--- src/rtl/capPkg.sv ---
package capPkg;

  typedef enum logic [1:0] {
    SRC_INT = 2'd0,
    SRC_OSC = 2'd1,
    SRC_EXT = 2'd2,
    SRC_OFF = 2'd3
  } capSrcT;

  typedef struct packed {
    logic capture;
    logic clearFlag;
  } capStrobeT;

endpackage

--- src/rtl/capEdgeSync.sv ---
module capEdgeSync #(
  parameter int STAGES = 2
) (
  input  logic clk,
  input  logic rstN,
  input  logic asyncIn,
  output logic levelOut,
  output logic riseOut
);

  logic [STAGES:0] shiftQ;

  always_ff @(posedge clk) begin
    if (!rstN) begin
      shiftQ <= '0;
    end else begin
      shiftQ <= {shiftQ[STAGES-1:0], asyncIn};
    end
  end

  assign levelOut = shiftQ[STAGES-1];
  assign riseOut  = shiftQ[STAGES-1] & ~shiftQ[STAGES];

  // two consecutive rises are impossible through the edge detector
  p_rise_single_r4: assert property (@(posedge clk) disable iff (!rstN)
    riseOut |=> !riseOut);

endmodule

--- src/rtl/capControl.sv ---
module capControl
  import capPkg::*;
#(
  parameter int RATE_W       = 3,
  parameter int NUM_RATES    = 5,
  parameter int BASE_DIV_LOG = 2,
  parameter int OSC_DIV_W    = 3,
  parameter int SYNC_STAGES  = 2
) (
  input  logic              clk,
  input  logic              rstN,
  input  logic              oscIn,
  input  logic              extClkIn,
  input  logic              extEnIn,
  input  logic [1:0]        srcSel,
  input  logic [RATE_W-1:0] rateSel,
  input  logic [OSC_DIV_W-1:0] oscDivSel,
  input  logic              enSrcExt,
  input  logic              rdStrobe,
  output capStrobeT         strobe
);

  localparam int PRE_W     = BASE_DIV_LOG + NUM_RATES - 1;
  localparam int OSC_CNT_W = (1 << OSC_DIV_W) - 1;
  localparam int NUM_SYNC  = 3;

  // synchronizers: index 0 osc, 1 ext clock, 2 ext enable
  logic [NUM_SYNC-1:0] rawIn;
  logic [NUM_SYNC-1:0] syncLevel;
  logic [NUM_SYNC-1:0] syncRise;

  assign rawIn = {extEnIn, extClkIn, oscIn};

  for (genvar g = 0; g < NUM_SYNC; g++) begin : gSync
    capEdgeSync #(.STAGES(SYNC_STAGES)) uSync (
      .clk     (clk),
      .rstN    (rstN),
      .asyncIn (rawIn[g]),
      .levelOut(syncLevel[g]),
      .riseOut (syncRise[g])
    );
  end

  logic oscRise, extRise, extEnLevel;
  assign oscRise    = syncRise[0];
  assign extRise    = syncRise[1];
  assign extEnLevel = syncLevel[2];

  // internal prescaler
  logic [RATE_W-1:0] rateEff;
  logic [RATE_W-1:0] lastRate;
  logic [PRE_W-1:0]  preCnt;
  logic [PRE_W-1:0]  preLimit;
  logic              rateChanged;
  logic              intTick;

  always_comb begin
    if (rateSel > RATE_W'(NUM_RATES - 1)) rateEff = RATE_W'(NUM_RATES - 1);
    else                                  rateEff = rateSel;
    preLimit    = PRE_W'((32'd1 << (BASE_DIV_LOG + int'(rateEff))) - 32'd1);
    rateChanged = (rateSel != lastRate);
    intTick     = !rateChanged && (preCnt == preLimit);
  end

  always_ff @(posedge clk) begin
    if (!rstN) begin
      preCnt   <= '0;
      lastRate <= '0;
    end else begin
      lastRate <= rateSel;
      if (rateChanged || intTick) preCnt <= '0;
      else                        preCnt <= preCnt + 1'b1;
    end
  end

  // oscillator edge divider
  logic [OSC_DIV_W-1:0] lastDiv;
  logic [OSC_CNT_W-1:0] oscCnt;
  logic [OSC_CNT_W-1:0] oscLimit;
  logic                 divChanged;
  logic                 oscTick;

  always_comb begin
    oscLimit   = OSC_CNT_W'((32'd1 << oscDivSel) - 32'd1);
    divChanged = (oscDivSel != lastDiv);
    oscTick    = oscRise && !divChanged && (oscCnt == oscLimit);
  end

  always_ff @(posedge clk) begin
    if (!rstN) begin
      oscCnt  <= '0;
      lastDiv <= '0;
    end else begin
      lastDiv <= oscDivSel;
      if (divChanged)   oscCnt <= '0;
      else if (oscRise) oscCnt <= oscTick ? '0 : oscCnt + 1'b1;
    end
  end

  // source select and enable qualification
  logic srcStrobe;
  logic enOk;

  always_comb begin
    unique case (capSrcT'(srcSel))
      SRC_INT: srcStrobe = intTick;
      SRC_OSC: srcStrobe = oscTick;
      SRC_EXT: srcStrobe = extRise;
      default: srcStrobe = 1'b0;
    endcase
    enOk            = enSrcExt ? extEnLevel : 1'b1;
    strobe.capture   = srcStrobe && enOk;
    strobe.clearFlag = rdStrobe;
  end

  p_no_cap_off_r7: assert property (@(posedge clk) disable iff (!rstN)
    (srcSel == 2'd3) |-> !strobe.capture);

  p_ext_en_gate_r8: assert property (@(posedge clk) disable iff (!rstN)
    (enSrcExt && !extEnLevel) |-> !strobe.capture);

  p_int_spacing_r2: assert property (@(posedge clk) disable iff (!rstN)
    (srcSel == 2'd0 && strobe.capture) |=> !strobe.capture);

  p_restart_r3: assert property (@(posedge clk) disable iff (!rstN)
    (srcSel == 2'd0 && rateSel != $past(rateSel)) |-> !strobe.capture);

endmodule

--- src/rtl/capDatapath.sv ---
module capDatapath
  import capPkg::*;
#(
  parameter int DATA_W = 32
) (
  input  logic              clk,
  input  logic              rstN,
  input  logic [DATA_W-1:0] dataIn,
  input  capStrobeT         strobe,
  output logic [DATA_W-1:0] capData,
  output logic              newFlag
);

  always_ff @(posedge clk) begin
    if (!rstN) begin
      capData <= '0;
      newFlag <= 1'b0;
    end else begin
      if (strobe.capture) capData <= dataIn;
      if (strobe.capture)        newFlag <= 1'b1;
      else if (strobe.clearFlag) newFlag <= 1'b0;
    end
  end

  p_hold_r11: assert property (@(posedge clk) disable iff (!rstN)
    !strobe.capture |=> $stable(capData));

  p_flag_set_r10: assert property (@(posedge clk) disable iff (!rstN)
    strobe.capture |=> newFlag);

  p_flag_clr_r10: assert property (@(posedge clk) disable iff (!rstN)
    (strobe.clearFlag && !strobe.capture) |=> !newFlag);

endmodule

--- src/rtl/sampleCapture.sv ---
module sampleCapture
  import capPkg::*;
#(
  parameter int DATA_W       = 32,
  parameter int RATE_W       = 3,
  parameter int NUM_RATES    = 5,
  parameter int BASE_DIV_LOG = 2,
  parameter int OSC_DIV_W    = 3,
  parameter int SYNC_STAGES  = 2
) (
  input  logic                 clk,
  input  logic                 rstN,
  input  logic [DATA_W-1:0]    dataIn,
  input  logic                 oscIn,
  input  logic                 extClkIn,
  input  logic                 extEnIn,
  input  logic [1:0]           srcSel,
  input  logic [RATE_W-1:0]    rateSel,
  input  logic [OSC_DIV_W-1:0] oscDivSel,
  input  logic                 enSrcExt,
  input  logic                 rdStrobe,
  output logic [DATA_W-1:0]    capData,
  output logic                 newFlag
);

  capStrobeT strobe;

  capControl #(
    .RATE_W      (RATE_W),
    .NUM_RATES   (NUM_RATES),
    .BASE_DIV_LOG(BASE_DIV_LOG),
    .OSC_DIV_W   (OSC_DIV_W),
    .SYNC_STAGES (SYNC_STAGES)
  ) uCtrl (
    .clk      (clk),
    .rstN     (rstN),
    .oscIn    (oscIn),
    .extClkIn (extClkIn),
    .extEnIn  (extEnIn),
    .srcSel   (srcSel),
    .rateSel  (rateSel),
    .oscDivSel(oscDivSel),
    .enSrcExt (enSrcExt),
    .rdStrobe (rdStrobe),
    .strobe   (strobe)
  );

  capDatapath #(.DATA_W(DATA_W)) uData (
    .clk    (clk),
    .rstN   (rstN),
    .dataIn (dataIn),
    .strobe (strobe),
    .capData(capData),
    .newFlag(newFlag)
  );

endmodule

--- config.mk ---
export PLATFORM = sky130hd
export DESIGN_NAME = sampleCapture
export DESIGN_NICKNAME = d
export VERILOG_FILES = /design/src/rtl/capPkg.sv /design/src/rtl/capEdgeSync.sv /design/src/rtl/capControl.sv /design/src/rtl/capDatapath.sv /design/src/rtl/sampleCapture.sv
export SDC_FILE = /design/constraint.sdc
export NUM_CORES = 1
export LEC_CHECK = 0
export BUFFER_PORTS_ARGS = -buffer_cell sky130_fd_sc_hd__buf_2
export CORE_UTILIZATION = 40
export DETAILED_ROUTE_END_ITERATION = 8
export PLACE_DENSITY = 0.65
export SLEW_MARGIN = 10
export SYNTH_ARGS = -nofsm -noshare
export SYNTH_HDL_FRONTEND = slang
export SYNTH_SLANG_ARGS = --single-unit
--- constraint.sdc ---
create_clock -name clk -period 2.8 [get_ports clk]
set_clock_uncertainty 0.1 [all_clocks]
set_input_delay 0.56 -clock clk [delete_from_list [all_inputs] [get_ports clk]]
set_output_delay 0.56 -clock clk [all_outputs]
set_load 0.01 [all_outputs]
==> run_results.csv, run 1 <==
group,metric,value,unit
clock_tree,root_buffer,"clkbuf_8",
synthesis,synthesis.nets,410,
clock_tree,cts_buffer_depth,2,
pwr,switching_power,483,uW
finish,finalNetCount,472,
global_route,overflow,0,
synthesis,yosysWarningCount,0,
finish,regArea,1200,um^2
min_path,hold_depth,1,
synthesis,synth_top_area_share,37.5,%
floorplanning,die_x,91.4,um
sta,hold_viol_final,0,
clock_tree,clk_pin_slew,0.06,ns
floorplanning,core-area,7730,um^2
critical_path,cp_max_fo,48,
place,hpwl,4.92,mm
sta,rsz0062_at_grt,"no",
clock_tree,clock_sinks,60,
status,outcome,"complete, no violations",
clock_tree,cts_made_buffers,9,
global_route,grt_max_degree,66,
sta,slew_headroom,56.8,%
finish,drive_gt1_share,28.5,%
floorplanning,num_rows,32,
min_path,hp-start,"uCtrl.gSync[1].uSync.shiftQ[0]",
synthesis,ys.flop_type,"dfxtp_1",
pwr,p_seq_share,42.8,%
sta,period_share,91.4,%
finish,area_growth,22.4,%
clock_tree,h-tree-depth,3,
sta,max_freq,0.391,GHz
floorplanning,ioPinCount,80,
detailed_routing,num_vias,3029,
clock_tree,insertion_delay,0.33,ns
pwr,cell_internal_pwr,1.61,mW
critical_path,r2r_start,"uCtrl.preCnt[0]",
critical_path,start_kind,"primary input",
min_path,hp-class,"flop to flop",
global_route,grt_util_all_layers,18.9,%
finish,multi_input_area,1770,um^2
synthesis,netlist_top_cells_count,"60 x dfxtp_1, 39 x nand2_1, 34 x nand4_1",
sta,slew_viol_final,0,
pwr,clockPowerShare,46.8,%
pwr,ir_drop,275,uV
critical_path,r2r.worst_path.cells,7,
detailed_routing,wire_per_inst,14.9,um
detailed_routing,dr.pass1.iters,4,
detailed_routing,routed_via_density,5.75,
flow_run,drv_cap,0,
synthesis,yosysMostFrequentCell,"dfxtp_1",
synthesis,synth_edf_count,0,
critical_path,worstSetupPathType,"primary input to flop",
min_path,holdPathEnd,"uCtrl.gSync[1].uSync.shiftQ[1]",
global_route,grt_pass1_wl,12.8,mm
synthesis,ys_types,50,
critical_path,required,2.95,ns
clock_tree,post_cts_resized,0,
finish,antennaDiodeCount,0,
detailed_routing,routed_wl,7.84,mm
global_route,antenna_found_initial,0,
critical_path,path_cells,"buf_2, or3_1, ha_1, xor2_1, nor4_1, o211a_1, o2111a_2, buf_12, o2111ai_1, o221ai_1",
finish,n_fill_cell,725,
detailed_routing,drt_iter0_drc,129,
synthesis,synthTopCellsByArea,"dfxtp_1 38%, o2111ai_1 8.8%, o221ai_1 8.8%",
clock_tree,holdBufCountCts,0,
clock_tree,cts_tree,"built",
synthesis,yosysTopAreaCell,"dfxtp_1",
place,dpl_cell_area,3670,um^2
detailed_routing,drtAntennaViolNets,0,
synthesis,ys_ff_latch,60,
critical_path,endpoint_kind,"flop",
floorplanning,die-area,8360,um^2
place,placed_cells,511,
sta,final-setup-viol-count,0,
synthesis,synth_area,3200,um^2
pwr,pwr_density_cell,534,nW/um^2
floorplanning,start_util,41.4,%
sta,worstMarginPinSlew,0.648,ns
clock_tree,post_cts_buffers,0,
finish,fin_area,3920,um^2
place,portBuffers,79,
critical_path,cpPeakStageDelay,0.37,ns
critical_path,slowest_stage,"or3_1",
critical_path,cp_data_arrival_time,2.71,ns
critical_path,r2r_slack,0.74,ns
place,place_congestion,0.771,
pwr,leakagePower,1.51,nW
synthesis,async_reset_ff_share,0,%
finish,fin_cells,527,
pwr,comb_power_share,10.4,%
global_route,grt_pass1_vias,2707,
floorplanning,die-height,91.4,um
pwr,switching_share,23.1,%
sta,layout_min_cycle_time,2.56,ns
synthesis,postSynthAreaPerCell,8.94,um^2
synthesis,synthCells,358,
critical_path,r2r-end,"uData.capData[23]",
detailed_routing,drc,0,
synthesis,seq_area_frac_synth,37.5,%
-- cell type report --
| class | instances | area share, % |
|---|---|---|
| Clock buffer | 12 | 3.96 |
| Timing Repair Buffer | 93 | 13.8 |
| Multi-Input combinational cell | 249 | 45.2 |
| Inverter | 7 | 0.671 |
| Sequential cell | 60 | 30.7 |
| Tap cell | 102 | 3.26 |
| Clock inverter | 4 | 2.43 |
-- cell families (layout without fill, tap and decap cells) --
group,after synthesis,after routing,synth area share [%]
XOR/XNOR,20,20,5.48
multiplexers,1,1,0.313
AND/OR/NAND/NOR,134,134,22.8
AO/OA/AOI/OAI,89,89,24.7
flip-flops,60,60,37.5
buffers and inverters,49,116,7.27
adder cells (fa/ha/maj),5,5,1.96
-- stage by stage --
stage | setup WS (ns) | power (mW) | hold WS, ns | utilization (%) | TNS [ns]
final | 0.241 | 2.09 | 0.335 | 50.7 | 0
after global routing | 0.0698 | 2.17 | 0.328 | 50.7 | 0
after CTS | 0.255 | 2.10 | 0.330 | 50.7 | 0
after detailed placement | -0.0891 | 1.13 | 0.325 | 47.4 | -1.91
after global placement | -0.0132 | 1.12 | 0.314 | 47.4 | -0.0489
after floorplan | 0.0132 | 1.05 | 0.312 | - | 0
-- state kept, by name, summed over array words and instances, names as in the netlist --
name,cells
uCtrl.lastRate,3
uCtrl.oscCnt,7
uCtrl.preCnt,6
uData.newFlag,1
uData.capData,32
uCtrl.lastDiv,3
uCtrl.gSync.uSync.shiftQ,8
-- metal layers --
layer,vias to the layer above,wire [um],global-route usage [%]
li1,1494,-,-
met1,1461,3600,23.7
met2,67,3800,31.6
met3,7,345,4.86
met4,0,91,5.82
met5,-,0,0
-- cell usage in the layout, fill, tap and decap left out, types with 4 or more instances in the layout --
cell type  netlist  routed
nor2_1          19      19
clkbuf_8         0      11
o221ai_1        32      32
o21ai_0          4       4
buf_2           12      78
xnor2_1          6       6
nand4_1         34      34
dfxtp_1         60      60
and2_1          14      14
inv_1            7       7
o2111ai_1       32      32
xor2_1          14      14
ha_1             5       5
nand2_1         39      39
buf_4            1      12
nand3_1          4       4
-- worst max-delay path: cells and delay by family --
kind                     cells  cell delay (ns)
AND/OR/NAND/NOR              2             0.67
adder cells (fa/ha/maj)      1             0.27
AO/OA/AOI/OAI                4             0.67
XOR/XNOR                     1             0.18
buffers and inverters        2             0.32
-- power groups by stage --
stage               Sequential (mW)  Combinational [mW]  Clock (mW)
floorplan                     0.919               0.129           0
global placement              0.912               0.211           0
detailed placement            0.914               0.217           0
CTS                           0.894               0.218       0.992
global route                  0.898               0.240        1.03
finish                        0.895               0.217       0.979
-- how the worst max path moves through the flow --
stage | from | end | slack [ns] | depth (start not counted)
5_1_grt | oscDivSel[0] | uData.capData[26] | 0.07 | 10
4_1_cts | oscDivSel[0] | uData.capData[26] | 0.25 | 10
2_1_floorplan | oscDivSel[0] | uData.capData[13] | 0.01 | 11
3_3_place_gp | oscDivSel[0] | uData.capData[26] | -0.01 | 10
3_5_place_dp | oscDivSel[0] | uData.capData[26] | -0.09 | 10
6_report | oscDivSel[0] | uData.capData[26] | 0.24 | 10
Note: power is estimated with default switching activity, not from simulation.
==> inputs of run 2 (changes only) <==
Settings changed: BUFFER_PORTS_ARGS -buffer_cell sky130_fd_sc_hd__buf_2 to not set, DONT_BUFFER_PORTS set to 1, PLACE_DENSITY 0.65 to not set.
==> run 2 against run 1 <==
Net effect:
- hold slack lost 0.087 ns
- total power shrank 18%
- worst setup slack better by 0.12 ns
- sequential cell count unchanged
- via count decreased by 12%
- wire length is 8.0% lower
- register-to-register slack got worse by 0.06 ns
- fmax rose by 4.9%
- highest routed layer unchanged
==> run_results.csv, run 2 (synthesis gave the netlist of run 1 again) <==
group,metric,value,unit
status,outcome,"complete, no violations",
sta,worstMarginPinSlew,0.649,ns
detailed_routing,drc,0,
clock_tree,h-tree-depth,3,
floorplanning,core-area,7730,um^2
global_route,grt_pass1_vias,2552,
clock_tree,root_buffer,"clkbuf_8",
sta,tns,0,ns
detailed_routing,drt-met1-wl,3.30,mm
critical_path,endpoint_kind,"flop",
pwr,leakagePower,1.07,nW
global_route,overflow,0,
finish,top_register,"uData.capData",
floorplanning,die_x,91.4,um
detailed_routing,dr_wl_met2,3.37,mm
critical_path,start_kind,"primary input",
clock_tree,holdBufCountCts,0,
finish,antennaDiodeCount,0,
finish,final_common_cell,"dfxtp_1",
global_route,antenna_found_initial,0,
sta,setup_slack,0.360,ns
sta,slew_viol_final,0,
pwr,pwr_density_cell,511,nW/um^2
detailed_routing,highest_layer,"met4",
detailed_routing,wire_per_inst,16.5,um
critical_path,worstSetupPathType,"primary input to flop",
place,place_ws,0.00771,ns
sta,slew_headroom,56.7,%
sta,rsz0062_at_grt,"no",
critical_path,required,2.88,ns
floorplanning,num_rows,32,
sta,period_share,87.1,%
floorplanning,ioPinCount,80,
flow_run,drv_cap,0,
detailed_routing,routed_wl,7.21,mm
global_route,grt_pass1_wl,12.4,mm
global_route,grt_max_degree,114,
detailed_routing,drt_iter0_drc,135,
floorplanning,die-height,91.4,um
place,hpwl,4.39,mm
detailed_routing,wl_met3,474,um
finish,area_growth,5.36,%
sta,hold_viol_final,0,
critical_path,cp_max_fo,20,
finish,finalNetCount,385,
sta,layout_min_cycle_time,2.44,ns
pwr,ir_drop,194,uV
floorplanning,start_util,41.4,%
clock_tree,insertion_delay,0.33,ns
detailed_routing,num_vias,2651,
finish,largest_reg_flops,32,
finish,drive_gt1_share,9.82,%
clock_tree,post_cts_resized,0,
place,place_congestion,0.765,
critical_path,cp_data_arrival_time,2.52,ns
clock_tree,cts_buffer_depth,2,
sta,final-setup-viol-count,0,
clock_tree,clock_sinks,60,
global_route,grt_util_all_layers,18.2,%
place,portBuffers,0,
clock_tree,cts_tree,"built",
finish,reg_top3,"uData.capData: 32 flops, uCtrl.gSync.uSync.shiftQ: 8 flops, uCtrl.oscCnt: 7 flops",
finish,fin_util,43.6,%
detailed_routing,dr.pass1.iters,5,
clock_tree,clk_pin_slew,0.07,ns
sta,max_freq,0.410,GHz
clock_tree,cts_made_buffers,9,
finish,most-common-layout-cells,"60 x dfxtp_1, 39 x nand2_1, 34 x nand4_1, 32 x o2111ai_1, 32 x o221ai_1",
finish,n_fill_cell,750,
clock_tree,post_cts_buffers,0,
detailed_routing,drtAntennaViolNets,0,
floorplanning,die-area,8360,um^2
min_path,hp-class,"primary input to flop",
detailed_routing,routed_via_density,6.05,
run 2: changes by cell type in the layout (fill, tap and decap cells not counted), sizes merged:
| cell | change |
|---|---|
| buf | -87 |
| bufinv | -3 |
| clkinv | +1 |
run 2: area by class of cell:
| cell class | count | area [um^2] | share of cell area, % |
|---|---|---|---|
| inverter | 7 | 26.3 | 0.780 |
| multi-input combinational | 249 | 1770 | 52.5 |
| tap | 102 | 128 | 3.79 |
| timing repair buffer | 6 | 70.1 | 2.08 |
| clock buffer | 12 | 165 | 4.90 |
| clock inverter | 2 | 10.0 | 0.297 |
| sequential | 60 | 1200 | 35.6 |
run 2: final timing paths:
check,from,endpoint,slack (ns),cells past startpoint
worst max-delay path,oscDivSel[0],uData.capData[27],0.36,9
worst min-delay path,oscDivSel[2],uCtrl.lastDiv[2],0.25,1
worst max register to register,uCtrl.preCnt[0],uData.capData[30],0.68,7
worst min register to register,uCtrl.gSync[1].uSync.shiftQ[0],uCtrl.gSync[1].uSync.shiftQ[1],0.34,1
run 2: stage by stage:
| stage | hold WS [ns] | instances | cell area, um^2 | total power [mW] |
|---|---|---|---|---|
| global placement | 0.313 | 424 | 3200 | 1.04 |
| global route | 0.228 | 438 | 3370 | 1.80 |
| floorplan | 0.312 | 358 | 3200 | 1.05 |
| detailed placement | 0.321 | 424 | 3200 | 1.04 |
| CTS | 0.232 | 438 | 3370 | 1.75 |
| finish | 0.248 | 438 | 3370 | 1.72 |
run 2: power by group:
part	leakage [nW]	total [mW]	switching [mW]	internal [mW]
Sequential	0.488	0.905	0.0254	0.880
Clock	0.0941	0.703	0.322	0.381
Combinational	0.490	0.115	0.0660	0.0493
Total	1.07	1.72	0.413	1.31
run 2: metal layers:
layer	vias up	GRT usage, %
met4	0	6.61
met1	1264	22.4
met5	-	0
met2	59	29.4
li1	1324	-
met3	4	5.95
run 2: critical path, stage by stage:
cell	delay [ns]
or3_1	0.36
ha_1	0.27
xor2_1	0.18
o311ai_1	0.36
nor2_1	0.07
o2111a_2	0.17
buf_4	0.21
o2111ai_1	0.20
o221ai_1	0.13
